[src/rtl/sm_mult_pkg.sv]
package sm_mult_pkg;

  typedef enum logic [1:0] {
    ST_IDLE  = 2'd0,
    ST_ADD   = 2'd1,
    ST_SHIFT = 2'd2,
    ST_DONE  = 2'd3
  } mult_state_e;

  // Sum of two W-bit magnitudes, W+1 bits wide (carry on top).
  function automatic logic [64:0] add_carry(input logic [63:0] a, input logic [63:0] b, input int w);
    logic [64:0] s;
    logic [64:0] mask;
    mask = (65'd1 << (w + 1)) - 65'd1;
    s = ({1'b0, a} + {1'b0, b}) & mask;
    return s;
  endfunction

endpackage

[src/rtl/sm_mult_ctrl.sv]
module sm_mult_ctrl
  import sm_mult_pkg::*;
#(
  parameter int W = 8
) (
  input  logic clk,
  input  logic rst_n,
  input  logic start,
  output logic load_en,
  output logic add_en,
  output logic shift_en,
  output logic last_step,
  output logic busy,
  output logic done
);

  localparam int CW = (W > 1) ? $clog2(W) : 1;
  localparam logic [CW-1:0] SC_INIT = CW'(W - 1);

  mult_state_e state_q, state_d;
  logic [CW-1:0] sc_q;

  assign load_en   = (state_q == ST_IDLE) && start;
  assign add_en    = (state_q == ST_ADD);
  assign shift_en  = (state_q == ST_SHIFT);
  assign last_step = shift_en && (sc_q == '0);
  assign busy      = (state_q != ST_IDLE);
  assign done      = (state_q == ST_DONE);

  always_comb begin
    state_d = state_q;
    unique case (state_q)
      ST_IDLE:  if (start) state_d = ST_ADD;
      ST_ADD:   state_d = ST_SHIFT;
      ST_SHIFT: state_d = last_step ? ST_DONE : ST_ADD;
      ST_DONE:  state_d = ST_IDLE;
      default:  state_d = ST_IDLE;
    endcase
  end

  always_ff @(posedge clk or negedge rst_n) begin
    if (!rst_n) begin
      state_q <= ST_IDLE;
      sc_q    <= '0;
    end else begin
      state_q <= state_d;
      if (load_en)
        sc_q <= SC_INIT;
      else if (shift_en && !last_step)
        sc_q <= sc_q - 1'b1;
    end
  end

endmodule

[src/rtl/sm_mult_datapath.sv]
module sm_mult_datapath
  import sm_mult_pkg::*;
#(
  parameter int W = 8
) (
  input  logic           clk,
  input  logic           rst_n,
  input  logic           load_en,
  input  logic           add_en,
  input  logic           shift_en,
  input  logic [W-1:0]   mcand_mag,
  input  logic           mcand_sgn,
  input  logic [W-1:0]   mplier_mag,
  input  logic           mplier_sgn,
  output logic [2*W-1:0] prod_mag,
  output logic           prod_sgn
);

  logic [W-1:0] acc_q;
  logic [W-1:0] mq_q;
  logic [W-1:0] mb_q;
  logic         cy_q;
  logic         sgn_q;
  logic [64:0]  sum_wide;
  logic [W:0]   sum;

  assign sum_wide = add_carry(64'(acc_q), 64'(mb_q), W);
  assign sum      = sum_wide[W:0];

  always_ff @(posedge clk or negedge rst_n) begin
    if (!rst_n) begin
      acc_q <= '0;
      mq_q  <= '0;
      mb_q  <= '0;
      cy_q  <= 1'b0;
      sgn_q <= 1'b0;
    end else if (load_en) begin
      acc_q <= '0;
      cy_q  <= 1'b0;
      mq_q  <= mplier_mag;
      mb_q  <= mcand_mag;
      sgn_q <= mcand_sgn ^ mplier_sgn;
    end else if (add_en) begin
      if (mq_q[0]) {cy_q, acc_q} <= sum;
    end else if (shift_en) begin
      {cy_q, acc_q, mq_q} <= {1'b0, cy_q, acc_q, mq_q[W-1:1]};
    end
  end

  assign prod_mag = {acc_q, mq_q};
  assign prod_sgn = sgn_q;

endmodule

[src/rtl/sm_seq_mult.sv]
module sm_seq_mult #(
  parameter int W = 8
) (
  input  logic           clk,
  input  logic           rst_n,
  input  logic           start,
  input  logic [W-1:0]   mcand_mag,
  input  logic           mcand_sgn,
  input  logic [W-1:0]   mplier_mag,
  input  logic           mplier_sgn,
  output logic           busy,
  output logic           done,
  output logic [2*W-1:0] prod_mag,
  output logic           prod_sgn
);

  // Internal events, named for the bound checker.
  logic load_en;
  logic add_en;
  logic shift_en;
  logic last_step;

  sm_mult_ctrl #(.W(W)) ctrl_i (
    .clk       (clk),
    .rst_n     (rst_n),
    .start     (start),
    .load_en   (load_en),
    .add_en    (add_en),
    .shift_en  (shift_en),
    .last_step (last_step),
    .busy      (busy),
    .done      (done)
  );

  sm_mult_datapath #(.W(W)) dp_i (
    .clk        (clk),
    .rst_n      (rst_n),
    .load_en    (load_en),
    .add_en     (add_en),
    .shift_en   (shift_en),
    .mcand_mag  (mcand_mag),
    .mcand_sgn  (mcand_sgn),
    .mplier_mag (mplier_mag),
    .mplier_sgn (mplier_sgn),
    .prod_mag   (prod_mag),
    .prod_sgn   (prod_sgn)
  );

endmodule

[config.mk]
export PLATFORM = sky130hd
export DESIGN_NAME = sm_seq_mult
export DESIGN_NICKNAME = d
export VERILOG_FILES = /design/src/rtl/sm_mult_pkg.sv /design/src/rtl/sm_mult_ctrl.sv /design/src/rtl/sm_mult_datapath.sv /design/src/rtl/sm_seq_mult.sv
export SDC_FILE = /design/constraint.sdc
export NUM_CORES = 1
export LEC_CHECK = 0
export BUFFER_PORTS_ARGS = -buffer_cell sky130_fd_sc_hd__buf_4
export CAP_MARGIN = 20
export CORE_MARGIN = 1
export CORE_UTILIZATION = 45
export DETAILED_ROUTE_END_ITERATION = 8
export GPL_TIMING_DRIVEN = 0
export PLACE_DENSITY = 0.78
export SETUP_SLACK_MARGIN = 0.5
export SLEW_MARGIN = 20
export SYNTH_ARGS = -nofsm -noshare
export SYNTH_HDL_FRONTEND = slang
export SYNTH_SLANG_ARGS = --single-unit
[constraint.sdc]
create_clock -name clk -period 1.6 [get_ports clk]
set_input_delay 0 -clock clk [delete_from_list [all_inputs] [get_ports clk]]
set_output_delay 0 -clock clk [all_outputs]
set_load 0.005 [all_outputs]
==> results.json, run 1 <==
{
  "layout.cells.non_filler": 319,
  "p_leak_nw": 1.364,
  "p_total_mw": 5.661,
  "mostFrequentLayoutCells": "51 x buf_4, 30 x dfrtp_1, 27 x nand2_1",
  "dp_cells": 276,
  "clock_latency_ps": 290,
  "final_common_cell": "buf_4",
  "tightest_slew_ps": 431.2,
  "fin_skew_ps": 8.031,
  "drive_above_1_share_pct": 49.45,
  "post-route-period-util_pct": 114.6,
  "grt_pass1_vias": 1673,
  "slowest_delay_ps": 430,
  "diodes": 0,
  "hold_viol_final": 0,
  "grt_pass1_wl_um": 7790,
  "io_buffers": 39,
  "detail_route.wl_per_cell_um": 16.82,
  "path_delay_family": "compound AO/OA/AOI/OAI gates",
  "slew_violations": 0,
  "powerDensity_nw_per_um2": 1933,
  "crit_path_start_kind": "register",
  "drtAntennaViolNets": 0,
  "synth-seq-cells": 31,
  "h-tree-depth": 2,
  "num_vias": 1754,
  "path_cells": "ha_4 > inv_2 > fa_2 > nor2b_4 > o31a_1 > o21a_1 > o21a_1 > o31ai_2",
  "fin_ws_ps": -233.9,
  "syn_area_per_cell_um2": 9.321,
  "synth_top_area_share_pct": 44.03,
  "path_max_fanout": 3,
  "track_usage_pct": 24.62,
  "grt_overflow": 0,
  "setup_viol": 7,
  "worstPathRequired_ps": 1800,
  "drv_cap": 0,
  "ys_types": 35,
  "violations": "negative setup slack",
  "clk_pin_slew_ps": 70,
  "synth_edf_count": 0,
  "synth_top_area_cell": "dfrtp_1",
  "cts_tree": "yes",
  "crit_type": "register to register",
  "max_slew_margin_pct": 71.15,
  "clockBufferDepth": 2,
  "die_w_um": 64.57,
  "cts_sinks": 31,
  "drtIter0Drc": 115,
  "arrival_ps": 2030,
  "place_area_um2": 2228,
  "area_growth_pct": 66.26,
  "finalSetupTns_ps": -927.7,
  "fmaxAchievable_mhz": 545.3,
  "drt-pass1-iter-count": 4,
  "num_rows": 22,
  "drt_wl_total_um": 5364,
  "cts_made_buffers": 5,
  "syn-num-nets": 226,
  "drc": 0,
  "netlist_top_cells_area": "dfrtp_1 44%, ha_1 11%, nand2_1 8.9%, o21ai_0 6.0%, a22oi_1 4.7%",
  "gp_congestion": 0.8264,
  "fp.dieH_um": 64.57,
  "ir_drop_uv": 1073,
  "crit_slowest_cell": "dfrtp_1",
  "start_util_pct": 47.41,
  "synth-seq-area-share_pct": 44.03,
  "cts_root_buffer": "clkbuf_8",
  "worstHoldPathType": "primary input to register",
  "ff2ff_setup_slack_ps": -230,
  "ios": 40,
  "grt_max_degree": 32,
  "syn_inst": 189,
  "antenna_found_initial": 0,
  "crit_buf_inv": 1,
  "end_kind": "register",
  "netlist_area_um2": 1762,
  "core-area_um2": 3716,
  "nFillCells": 235,
  "synth_warnings": 0,
  "path_common_cell": "o21a_1",
  "dp_hpwl_um": 2750,
  "fp.dieArea_um2": 4169,
  "period_minus_slack_ps": 1834,
  "outcome": "finished with violations",
  "final_cell_area_um2": 2929,
  "async_flop_share_pct": 100.0,
  "synth_ff_type": "dfrtp_1",
  "rsz0062_at_grt": "true",
  "fin_nets": 307,
  "viasPerCell": 5.498
}
-- worst reg2reg max path, stage by stage (launching register included) --
cell	delay, ps
dfrtp_1	430
ha_4	180
inv_2	50
fa_2	240
nor2b_4	50
o31a_1	250
o21a_1	200
o21a_1	180
o31ai_2	170
-- per-layer routing --
| layer | wire length [um] | vias to the layer above | global-route usage [%] | share of wire (%) |
|---|---|---|---|---|
| li1 | - | 833 | - | - |
| met1 | 2193 | 858 | 31.19 | 41 |
| met3 | 219 | 14 | 4.401 | 4.1 |
| met4 | 118 | 0 | 6.667 | 2.2 |
| met5 | 0 | - | 0 | 0 |
| met2 | 2832 | 49 | 42.89 | 53 |
-- cell families (layout without fill, tap and decap cells) --
group	count (synthesis)	count (layout)	synth area share, %
compound gates	58	59	21.73
xor+xnor	4	4	1.989
fa+ha+maj	16	16	11.79
buf+inv	15	96	3.338
flops	31	31	44.03
mux	3	3	1.705
simple gates	62	62	15.41
-- cell usage after synthesis (2+ instances only) --
cell type,number
nand2_1,42
dfrtp_1,31
o21ai_0,21
ha_1,15
a22oi_1,11
inv_1,10
nor2_1,7
a21oi_1,6
nor3_1,4
a211oi_1,3
clkbuf_1,3
mux2i_1,3
o21a_1,3
xnor2_1,3
a21o_1,2
a221o_1,2
and2_1,2
buf_2,2
o21bai_1,2
o31ai_1,2
-- state kept, by name, summed over array words and instances, names as in the netlist --
| name | count |
|---|---|
| dp_i.prod_sgn | 1 |
| ctrl_i.state_q | 2 |
| dp_i.mq_q | 8 |
| ctrl_i.sc_q | 3 |
| dp_i.acc_q | 8 |
| dp_i.mb_q | 8 |
| dp_i.cy_q | 1 |
-- repair_timing --
| action | in CTS | in global routing |
|---|---|---|
| hold endpoints to repair | 40 | 0 |
| resized for setup | 35 | 34 |
| pin swaps | 15 | 21 |
| setup buffers | 15 | 9 |
| cloned | 1 | 0 |
| hold buffers | 10 | 0 |
| setup endpoints to repair | 31 | 33 |
-- power breakdown --
part / internal, mW / total (mW) / switching (mW)
Sequential: 1.11 / 1.44 / 0.334
Clock: 0.305 / 0.603 / 0.298
Combinational: 1.83 / 3.61 / 1.78
-- final timing paths --
path	from	to	cells past startpoint
max	dp_i.acc_q[0]	dp_i.acc_q[6]	8
min	mplier_mag[6]	dp_i.mq_q[6]	3
max reg2reg	dp_i.acc_q[0]	dp_i.acc_q[6]	8
min reg2reg	dp_i.mb_q[6]	dp_i.mb_q[6]	2
max in group asynchronous	rst_n	ctrl_i.state_q[1]	2
min in group asynchronous	rst_n	dp_i.mq_q[3]	2
-- stage by stage --
stage	utilization (%)	worst slack (ps)	hold slack [ps]
3_3_place_gp	59.97	-233.3	-40.96
3_5_place_dp	59.97	-267.7	-40.92
4_1_cts	72.93	-195.2	4.294
6_report	78.82	-233.9	5.850
5_1_grt	78.82	-313.5	11.17
2_1_floorplan	-	-151.5	-295.6
-- area by class of cell --
class | instances | area, um2 | share of cell area (%)
plain buffers | 5 | 71.32 | 2.435
clock buffers | 7 | 76.32 | 2.606
clock inverters | 1 | 5.005 | 0.1709
inverters | 10 | 42.54 | 1.452
multi-input cells | 144 | 1257 | 42.93
flip-flops and latches | 31 | 777.0 | 26.53
well taps | 48 | 60.06 | 2.050
repair buffers | 73 | 639.4 | 21.83
Power figures use the tool's default switching activity.
==> run 2, diff against run 1 <==
PLACE_DENSITY = 0.71   (was 0.78)
==> run 2 against run 1 <==
Net effect: the flow still finishes with violations (negative setup slack); cell area is 2.6% higher; critical path depth stayed put; via count is 0.91% lower; combinational power hardly changed.
==> results.json, run 2 (synthesis results as in run 1) <==
{
  "layout.cells.non_filler": 320,
  "h-tree-depth": 2,
  "post-route-period-util_pct": 114.4,
  "grt_overflow": 0,
  "p_total_mw": 5.883,
  "hold_viol_final": 0,
  "fp.dieH_um": 64.57,
  "clock_latency_ps": 290,
  "path_cells": "ha_2 > inv_2 > fa_2 > nor2b_4 > o31a_1 > o21a_1 > o21a_1 > o31ai_2",
  "antenna_found_initial": 0,
  "drtIter0Drc": 108,
  "crit_type": "register to register",
  "final_core_util_pct": 80.88,
  "gp_congestion": 0.7663,
  "mostFrequentLayoutCells": "47 x buf_4, 30 x nand2_1, 29 x dfrtp_1",
  "final_cell_area_um2": 3005,
  "outcome": "finished with violations",
  "clk_pin_slew_ps": 70,
  "tightest_slew_ps": 403.2,
  "core-area_um2": 3716,
  "ir_drop_uv": 1388,
  "drtAntennaViolNets": 0,
  "worstPathRequired_ps": 1790,
  "end_kind": "register",
  "start_util_pct": 47.41,
  "nFillCells": 228,
  "drv_cap": 0,
  "fp.dieArea_um2": 4169,
  "fin_nets": 308,
  "hold-worst-slack_ps": 3.151,
  "place_area_um2": 2228,
  "track_usage_pct": 24.43,
  "num_rows": 22,
  "drt_wl_total_um": 5080,
  "grt_pass1_wl_um": 7659,
  "arrival_ps": 2020,
  "pwr-share-comb_pct": 61.8,
  "cts_made_buffers": 5,
  "cts_tree": "yes",
  "area_growth_pct": 70.60,
  "setup_viol": 5,
  "pwr-share-clk_pct": 13.8,
  "clockBufferDepth": 2,
  "dp_cells": 276,
  "viasPerCell": 5.431,
  "path_common_cell": "o21a_1",
  "fin_skew_ps": 11.19,
  "grt_pass1_vias": 1655,
  "ios": 40,
  "fmaxAchievable_mhz": 546.3,
  "max_slew_margin_pct": 73.12,
  "cts_sinks": 31,
  "drive_above_1_share_pct": 50.74,
  "crit_slowest_cell": "dfrtp_1",
  "switching_share_pct": 40.52,
  "period_minus_slack_ps": 1831,
  "rsz0062_at_grt": "true",
  "fin_ws_ps": -230.5,
  "slew_violations": 0,
  "path_max_fanout": 3,
  "drt-pass1-iter-count": 4,
  "powerDensity_nw_per_um2": 1958,
  "die_w_um": 64.57,
  "num_vias": 1738,
  "grt_max_degree": 32,
  "worstHoldPathType": "primary input to register",
  "violations": "negative setup slack",
  "p_sw_mw": 2.384,
  "io_buffers": 39,
  "p_int_mw": 3.499,
  "final_common_cell": "buf_4",
  "dpl_worst_slack_ps": -251.9,
  "finalSetupTns_ps": -787.8,
  "diodes": 0,
  "drc": 0,
  "detail_route.wl_per_cell_um": 15.88,
  "p_seq_share_pct": 24.4,
  "p_leak_nw": 1.401,
  "crit_path_start_kind": "register",
  "top_regs": "dp_i.acc_q: 8 flops, dp_i.mb_q: 8 flops, dp_i.mq_q: 8 flops",
  "dp_hpwl_um": 2762,
  "cts_root_buffer": "clkbuf_8",
  "slowest_delay_ps": 390
}
-- run 2: cell count changes in the layout (fill, tap and decap cells not counted), sizes merged --
cell,delta
buf,+1
bufinv,+1
dlygate4sd3,-1
-- run 2: layout make-up --
type                       count  area (um2)  share of cell area (%)
tap                           48       60.06                   1.998
inverter                      10       40.04                   1.332
buffer                         5       77.57                   2.581
sequential                    31       778.2                   25.90
clock buffer                   6       82.58                   2.748
timing repair buffer          74       664.4                   22.11
clock inverter                 2       35.03                   1.166
multi-input combinational    144        1267                   42.17
-- run 2: repair_timing --
action,4_1_cts,5_1_grt
endpoints found under the hold margin,39,0
setup endpoints to repair,31,33
gates resized for setup,49,28
hold buffers,9,0
setup buffers,19,6
pin swaps,34,20
cloned,2,0
-- run 2: final timing paths --
path / startpoint / to / slack (ps) / cells after the start
setup / recovery: dp_i.acc_q[0] / dp_i.acc_q[6] / -230 / 8
hold / removal: mplier_mag[4] / dp_i.mq_q[4] / 3 / 3
setup reg to reg: dp_i.acc_q[0] / dp_i.acc_q[6] / -230 / 8
hold reg to reg: dp_i.mb_q[0] / dp_i.mb_q[0] / 500 / 2
max in group asynchronous: rst_n / ctrl_i.state_q[1] / 1110 / 2
min in group asynchronous: rst_n / dp_i.acc_q[0] / 180 / 2
-- run 2: power by group through the flow --
stage,registers [mW],clock network (mW),logic (mW)
6_report,1.44,0.810,3.64
5_1_grt,1.48,0.853,3.92
4_1_cts,1.40,0.817,3.16
3_5_place_dp,1.40,0,2.41
3_3_place_gp,1.39,0,2.38
2_1_floorplan,1.35,0,1.74
-- run 2: routing by layer --
metal	wire, um	vias to the layer above	GRT usage [%]
met5	0	-	0
met4	61	0	8.333
met3	199	8	4.754
met2	2647	44	42.76
met1	2172	856	29.82
li1	-	830	-
-- run 2: critical path: cells and delay by family, from the launching register on --
family                   cells  cell delay (ps)
AO/OA/AOI/OAI                4              820
flip-flops                   1              390
AND/OR/NAND/NOR              1               50
adder cells (fa/ha/maj)      2              410
buffers and inverters        1               50
==> run 3, diff against run 2 <==
CORE_MARGIN = not set   (was 1)
SYNTH_HIERARCHICAL = 1   (was not set)
==> run 3 against run 2 <==
Net effect: the flow still finishes with violations (negative setup slack); total power rose by 39%; clock power increased by 5.8%; sequential power rose by 12%; via count grew 25%; synthesized cell count decreased by 2.6%; hold slack better by 46 ps; non-clock buffer count up 36; combinational power rose by 58%; synthesized area increased by 4.7%; sequential share of layout area fell by 3.7 points; first-iteration DRC count grew 130%; cell count is 8.8% higher; critical endpoint is now dp_i/cy_q.
==> results.json, run 3 <==
{
  "syn_area_per_cell_um2": 10.02,
  "busiest_layer": "met2",
  "path_cells": "ha_2 > inv_2 > fa_2 > nor2b_2 > o31a_1 > o311ai_2 > a211oi_2",
  "drtAntennaViolNets": 0,
  "worstHoldStart": "mplier_sgn",
  "grt_use_met2_pct": 55.48,
  "met3_usage_pct": 7.241,
  "tightest_slew_ps": 431.5,
  "finalSetupTns_ps": -3676,
  "cts_tree": "yes",
  "end_kind": "register",
  "area_growth_pct": 91.18,
  "synth_edf_count": 0,
  "mostFrequentLayoutCells": "66 x buf_4, 25 x dfrtp_1, 21 x buf_6",
  "syn-num-nets": 216,
  "syn_inst": 184,
  "cts_made_buffers": 5,
  "synth_warnings": 6,
  "crit_buf_inv": 1,
  "top_regs": "dp_i/acc_q: 8 flops, dp_i/mb_q: 8 flops, dp_i/mq_q: 8 flops",
  "ys_top_cells_by_count": "31 x dfrtp_1, 13 x mux2i_1, 12 x nand2_1",
  "ir_drop_uv": 1415,
  "clk_pin_slew_ps": 80,
  "drive_above_1_share_pct": 63.33,
  "clockBufferDepth": 2,
  "h-tree-depth": 2,
  "num_rows": 22,
  "detail_route.wl_per_cell_um": 25.53,
  "hold_path_depth": 3,
  "worstPathRequired_ps": 1770,
  "drv_cap": 0,
  "grt_pass1_vias": 2014,
  "worstHoldPathType": "primary input to register",
  "r2r_cells": 7,
  "drc": 0,
  "drt_wl_total_um": 8885,
  "use_met1_pct": 35.26,
  "fp.dieH_um": 66.02,
  "fin_skew_ps": 8.162,
  "drtIter0Drc": 253,
  "synth-seq-cells": 31,
  "dp_hpwl_um": 3245,
  "hold-worst-slack_ps": 49.40,
  "post-route-period-util_pct": 118.7,
  "grt_overflow": 0,
  "fp.dieArea_um2": 4359,
  "p_total_mw": 8.200,
  "setup_viol": 26,
  "p_sw_mw": 3.423,
  "clock_latency_ps": 300,
  "p_seq_share_pct": 19.6,
  "arrival_ps": 2060,
  "grt_pass1_wl_um": 9977,
  "pwr-share-comb_pct": 70.0,
  "viasPerCell": 6.224,
  "drt-pass1-iter-count": 4,
  "synth_top_area_share_pct": 42.06,
  "synth_top_area_cell": "dfrtp_1",
  "crit_cells": 7,
  "rsz0062_at_grt": "true",
  "switching_share_pct": 41.75,
  "violations": "negative setup slack",
  "max_slew_margin_pct": 71.24,
  "final_common_cell": "buf_4",
  "crit_path_start_kind": "register",
  "cts_sinks": 31,
  "period_minus_slack_ps": 1899,
  "netlist_area_um2": 1844,
  "netlist_top_cells_area": "dfrtp_1 42%, mux2i_1 7.1%, ha_1 6.8%, mux2_1 4.3%, o21ai_1 3.0%",
  "nFillCells": 124,
  "dpl_worst_slack_ps": -257.4,
  "p_int_mw": 4.776,
  "grt_max_degree": 32,
  "diodes": 0,
  "ios": 40,
  "hold_viol_final": 0,
  "p_leak_nw": 1.604,
  "track_usage_pct": 31.71,
  "synth.most_common_cell": "dfrtp_1",
  "fmaxAchievable_mhz": 526.7,
  "crit_path_start": "dp_i/acc_q[0]",
  "fin_nets": 331,
  "num_vias": 2166,
  "path_max_fanout": 4,
  "antenna_found_initial": 0,
  "fin_ws_ps": -298.6,
  "outcome": "finished with violations",
  "synth-seq-area-share_pct": 42.06,
  "pwr-share-clk_pct": 10.5,
  "async_flop_share_pct": 100.0,
  "slew_violations": 0,
  "rr_startpoint": "dp_i/acc_q[0]",
  "powerDensity_nw_per_um2": 2326,
  "ys_types": 48,
  "synth_ff_type": "dfrtp_1",
  "crit_type": "register to register",
  "die_w_um": 66.02,
  "path_delay_family": "compound AO/OA/AOI/OAI gates",
  "cts_root_buffer": "clkbuf_8",
  "start_util_pct": 48.55,
  "gp_congestion": 0.8791,
  "crit_slowest_cell": "dfrtp_1",
  "slowest_delay_ps": 390,
  "io_buffers": 39,
  "core-area_um2": 3799
}
## run 3: cell count changes in the layout (fill, tap and decap cells not counted), sizes merged, moves of 7 or more
cell / before / now
a22oi: 11 / 2
buf: 67 / 94
dlygate4sd3: 9 / 18
mux2: 0 / 7
mux2i: 3 / 13
nand2: 42 / 12
o21ai: 23 / 15
## run 3: kinds of logic (layout without fill, tap and decap cells)
kind of cell	Yosys count	count (layout)	synth area share (%)
compound gates	49	49	18.32
xor+xnor	2	2	0.9500
fa+ha+maj	11	11	7.870
buf+inv	17	133	3.867
flops	31	31	42.06
mux	20	20	11.33
simple gates	54	54	15.60
## run 3: worst paths after layout
check	end	slack, ps
max	dp_i/cy_q	-300
min	dp_i/prod_sgn	50
max reg2reg	dp_i/cy_q	-300
min reg2reg	dp_i/mb_q[0]	540
max in group asynchronous	dp_i/acc_q[4]	1060
min in group asynchronous	ctrl_i/sc_q[0]	190
## run 3: stage by stage
step	utilization, %	area [um2]	instances
6_report	92.82	3526	348
5_1_grt	92.82	3526	348
4_1_cts	85.24	3238	331
3_5_place_dp	62.06	2357	271
3_3_place_gp	62.06	2357	271
2_1_floorplan	-	2004	184
## run 3: layout make-up
| cell class | count | area, um2 | share of cell area, % |
|---|---|---|---|
| multi-input cells | 136 | 1403 | 39.78 |
| repair buffers | 108 | 1005 | 28.50 |
| flip-flops and latches | 31 | 783.3 | 22.21 |
| plain buffers | 7 | 117.6 | 3.336 |
| clock buffers | 6 | 82.58 | 2.342 |
| well taps | 48 | 60.06 | 1.703 |
| inverters | 10 | 40.04 | 1.136 |
| clock inverters | 2 | 35.03 | 0.9936 |
## run 3: routing by layer
layer  share of wire [%]  vias to the layer above
met3                 8.6                       44
li1                    -                      904
met4                 5.5                        0
met1                  36                     1072
met2                  50                      146
met5                   0                        -
## run 3: repair_timing
item | CTS | global route
setup endpoints to repair | 32 | 32
gates cloned | 4 | 0
resized for setup | 58 | 43
hold buffers | 18 | 0
buffers inserted | 30 | 17
hold endpoints to repair | 48 | 0
pin swaps | 18 | 20
## run 3: worst reg2reg max path: stages, from the launching register on
cell      delay (ps)
dfrtp_1          390
ha_2             200
inv_2             60
fa_2             230
nor2b_2           50
o31a_1           330
o311ai_2         370
a211oi_2         130
## run 3: power by group through the flow
stage                     Combinational, mW  Clock [mW]  Sequential (mW)
after global routing                   5.91       0.872             1.62
after global placement                 2.81           0             1.53
after detailed placement               2.90           0             1.56
after CTS                              4.34       0.818             1.52
after floorplan                        2.08           0             1.48
final                                  5.74       0.857             1.61
